### src/rtl/mcyc_seq.sv
module mcyc_seq #(
  parameter int CYC_LEN = 8,
  parameter int TPA_AT  = 1,
  parameter int TPB_AT  = 6,
  parameter int CNT_W   = 4
) (
  input  logic             clk,
  input  logic             clear_n,
  input  logic             wait_n,
  input  logic             dma_in_req,
  input  logic             dma_out_req,
  input  logic             int_req,
  input  logic             prefix_hint,
  input  logic             exec_more,
  input  logic             idle_hint,
  output logic [CNT_W-1:0] cnt,
  output logic             tpa,
  output logic             tpb,
  output logic             addr_hi,
  output logic [1:0]       state_code,
  output logic [1:0]       next_code,
  output logic             dma_is_out,
  output logic             in_init,
  output logic             idle
);

  localparam logic [1:0] SC_F = 2'b00;
  localparam logic [1:0] SC_E = 2'b01;
  localparam logic [1:0] SC_D = 2'b10;
  localparam logic [1:0] SC_I = 2'b11;
  localparam logic [CNT_W-1:0] LAST      = CNT_W'(CYC_LEN - 1);
  localparam logic [CNT_W-1:0] INIT_LAST = CNT_W'(CYC_LEN);
  localparam logic [CNT_W-1:0] A_POS     = CNT_W'(TPA_AT);
  localparam logic [CNT_W-1:0] B_POS     = CNT_W'(TPB_AT);
  localparam logic [CNT_W-1:0] LO_POS    = CNT_W'(TPA_AT + 1);

  logic [CNT_W-1:0] cnt_q;
  logic [1:0]       sc_q;
  logic             init_q, idle_q, din_q, dout_q, irq_q, dir_q, lo_q;

  wire at_a      = (cnt_q == A_POS);
  wire at_b      = (cnt_q == B_POS);
  wire at_last   = init_q ? (cnt_q == INIT_LAST) : (cnt_q == LAST);
  wire any_dma   = din_q | dout_q;
  wire wake      = dma_in_req | dma_out_req | int_req;
  wire pause_hld = ~wait_n & (at_a | at_b);
  wire idle_cand = (sc_q == SC_E) & ~init_q & at_b & (idle_hint | idle_q);
  wire idle_hld  = idle_cand & ~wake;
  wire hold      = pause_hld | idle_hld;
  wire samp_dma  = at_b & (sc_q != SC_F);
  wire samp_irq  = at_b & ~init_q & ((sc_q == SC_E) | (sc_q == SC_D));

  always_comb begin
    next_code = SC_F;
    case (sc_q)
      SC_F: next_code = prefix_hint ? SC_F : SC_E;
      SC_E: begin
        if (init_q)         next_code = any_dma ? SC_D : SC_F;
        else if (exec_more) next_code = SC_E;
        else if (any_dma)   next_code = SC_D;
        else if (irq_q)     next_code = SC_I;
        else                next_code = SC_F;
      end
      SC_D: begin
        if (any_dma)    next_code = SC_D;
        else if (irq_q) next_code = SC_I;
        else            next_code = SC_F;
      end
      SC_I: next_code = any_dma ? SC_D : SC_F;
      default: next_code = SC_F;
    endcase
  end

  always_ff @(posedge clk or negedge clear_n) begin
    if (!clear_n) begin
      cnt_q  <= '0;
      sc_q   <= SC_E;
      init_q <= 1'b1;
      idle_q <= 1'b0;
      din_q  <= 1'b0;
      dout_q <= 1'b0;
      irq_q  <= 1'b0;
      dir_q  <= 1'b0;
    end else begin
      if (samp_dma) begin
        din_q  <= dma_in_req;
        dout_q <= dma_out_req;
      end
      if (samp_irq) irq_q <= int_req;
      idle_q <= idle_hld;
      if (!hold) begin
        if (at_last) begin
          cnt_q  <= '0;
          sc_q   <= next_code;
          init_q <= 1'b0;
          dir_q  <= (next_code == SC_D) & ~din_q & dout_q;
        end else begin
          cnt_q <= cnt_q + 1'b1;
        end
      end
    end
  end

  always_ff @(negedge clk or negedge clear_n) begin
    if (!clear_n) lo_q <= 1'b0;
    else          lo_q <= (cnt_q >= LO_POS);
  end

  assign cnt        = cnt_q;
  assign tpa        = at_a;
  assign tpb        = at_b;
  assign addr_hi    = ~lo_q | (cnt_q <= A_POS);
  assign state_code = sc_q;
  assign dma_is_out = dir_q;
  assign in_init    = init_q;
  assign idle       = idle_q;

endmodule

### config.mk
export PLATFORM = sky130hd
export DESIGN_NAME = mcyc_seq
export DESIGN_NICKNAME = d
export VERILOG_FILES = /design/src/rtl/mcyc_seq.sv
export SDC_FILE = /design/constraint.sdc
export NUM_CORES = 1
export LEC_CHECK = 0
export BUFFER_PORTS_ARGS = -buffer_cell sky130_fd_sc_hd__buf_4
export CAP_MARGIN = 20
export CORE_ASPECT_RATIO = 0.9
export CORE_MARGIN = 8
export CORE_UTILIZATION = 32
export DETAILED_ROUTE_END_ITERATION = 10
export PLACE_DENSITY = 0.59
export SYNTH_ARGS = -nofsm -noshare
export SYNTH_HDL_FRONTEND = slang
export SYNTH_SLANG_ARGS = --single-unit
### constraint.sdc
create_clock -name clk -period 2.8 [get_ports clk]
set_input_delay 0.14 -clock clk [delete_from_list [all_inputs] [get_ports clk]]
set_output_delay 0.14 -clock clk [all_outputs]
set_load 0.05 [all_outputs]
==> reports/results.tsv <==
metric	value	unit
max_cap_viol_count	0	
first_iter_violations	13	
power	1.38	mW
wirelength	2010	um
cts_buffer_depth	2	
status	finished, final reports clean	
synth_top_family_by_area	simple AND/OR/NAND/NOR gates	
hold_violations	0	
whs_path_depth	2	
tns	0	ns
htree_levels	1	
antenna_found_initial	0	
synth-simple-area-share	21.3	%
grt_max_degree	14	
irDropWorstVdd	0.885	mV
synth_mux_area_share	11.5	%
worstSkewPairLatency	0.27	ns
grt_first_pass_wirelength	3200	um
start_util	32.7	%
ys_warn_count	0	
gr-total-overflow	0	
leakage	0.542	nW
drc	0	
portBuffers	22	
final_cell_mix	buf_4 (23), inv_1 (9), ha_1 (7), dfrtp_1 (7), mux2_2 (5)	
cp_data_arrival_time	1.37	ns
syn_inst	81	
grt.total_usage	8.55	%
startpoint_type	flip-flop	
dr_total_vias	691	
nets	126	
die_area	4640	um2
hold_slack	0.105	ns
hold-path-endpoint	din_q	
clk_pin_slew	0.09	ns
synth_top_area_share	28.8	%
cts_sinks	13	
skew	0.00497	ns
max_slew_margin	73.6	%
crit_fanout	10	
crit_path_end_kind	flip-flop	
slew_viol_final	0	
yosys.area_share.adder	11.5	%
synth-seq-area-share	37.7	%
synth_compound_area_share	12.4	%
rr_worst_depth	2	
synth_xor_area_share	0	%
synth_enable_flop_cells	0	
final_common_cell	buf_4	
cts_setup_buffers	0	
via_per_inst	5.01	
r2r-start	cnt[1]	
ant_nets	0	
synthTopCellsByArea	dfrtp_1 (29%), ha_1 (12%), mux2_2 (6.5%), dfstp_2 (6.0%), inv_1 (4.3%)	
numCtsBuffers	3	
syn_area	870	um2
crit_type	flip-flop to flip-flop	
setup_viol_count_final	0	
io_pins	23	
r2r_slack	0.15	ns
syn_to_final_growth	27.9	%
cts_root_buf	clkbuf_4	
rsz0062_at_grt	false	
required	1.51	ns
hp-class	input pin to flip-flop	
fp.dieH	65.5	um
globalplace.congestion	0.814	
synth_nets	98	
grt_pass1_vias	729	
cts_tree	built	
fp-row-count	18	
r2r_end	lo_q	
ys_ff_latch	13	
fp.dieW	71.0	um
coreArea	2660	um2
tightest_slew	0.395	ns
synth_area_per_cell	10.7	um2
drt-wirelength-per-cell	14.6	um
ys.flop_type	dfrtp_1	
hpwl	1600	um
yosys.area.top_type	dfrtp_1	
layout-drive-gt1-share	43.5	%
power-per-cell-area	1240	nW/um2
yosysUniqueCellTypes	39	
diodes	0	
firstDrtPassIters	4	
hold_start	dma_in_req	
async_flop_share	100	%
[cells in the mapped netlist, drive strengths merged (2+ instances only)]
cell / count
o32ai: 2
nor2: 3
dfrtp: 10
or3b: 2
ha: 8
a21oi: 3
nand3: 3
nand2b: 2
or2b: 3
nor3: 2
dfstp: 2
nand2: 2
mux2: 8
inv: 10
[where the power goes]
| part | total, mW | switching [mW] | internal (mW) | leakage, nW |
|---|---|---|---|---|
| clock network | 0.116 | 0.0633 | 0.0529 | 0.0177 |
| registers | 0.366 | 0.0962 | 0.270 | 0.156 |
| logic | 0.901 | 0.557 | 0.344 | 0.369 |
| total | 1.38 | 0.717 | 0.666 | 0.542 |
[metrics by stage]
stage	utilization (%)	setup slack, ns	std cells	instance area, um2
finish	41.9	0.146	138	1110
global placement	40.4	0.181	133	1070
floorplan	-	0.0101	81	876
CTS	41.9	0.139	138	1110
global route	41.9	0.0931	138	1110
detailed placement	40.4	0.140	133	1070
[metal layers]
layer  wire length, um  vias to the layer above  share of wire, %  global-route usage (%)
met5                 0                        -                 0                       0
met4                 0                        0                 0                    3.89
met3               167                        0               8.3                    4.26
met2               935                       19                46                    14.3
met1               910                      328                45                    8.90
li1                  -                      344                 -                       -
[critical path, cell delays in order, from the launching register on]
cell     delay, ns
dfrtp_2       0.48
ha_2          0.22
or4_1         0.39
[kinds of logic (layout without fill, tap and decap cells)]
group | Yosys count | in the layout
muxes | 9 | 9
DFF | 13 | 13
AOI/OAI and AO/OA | 13 | 13
adders and majority gates | 8 | 8
buffers and inverters | 11 | 38
and+or+nand+nor | 27 | 27
[repair_timing]
action | CTS | global route
hold buffers | 1 | 0
resized for setup | 0 | 0
endpoints found under the hold margin | 12 | 0
[sequential cells by signal, summed over array words and instances, names as in the netlist]
| register | flops |
|---|---|
| cnt | 4 |
| state_code | 2 |
| din_q | 1 |
| dma_is_out | 1 |
| dout_q | 1 |
| idle | 1 |
| in_init | 1 |
| irq_q | 1 |
| lo_q | 1 |
[worst max-delay path by stage]
stage	slack (ns)	startpoint	endpoint	depth (start not counted)
final	0.15	cnt[1]	lo_q	2
after global routing	0.09	cnt[1]	lo_q	2
after CTS	0.14	cnt[1]	lo_q	2
after detailed placement	0.14	cnt[1]	lo_q	2
after global placement	0.18	cnt[1]	lo_q	2
after floorplan	0.01	cnt[0]	lo_q	3
[final cells by class]
type	instances	area [um2]
multi-input cells	57	495
flip-flops and latches	13	332
clock buffers	3	22.5
fillers	263	1550
inverters	10	37.5
clock inverters	1	5.00
repair buffers	24	183
well taps	30	37.5
No activity file was read; power rests on OpenSTA's default activity.
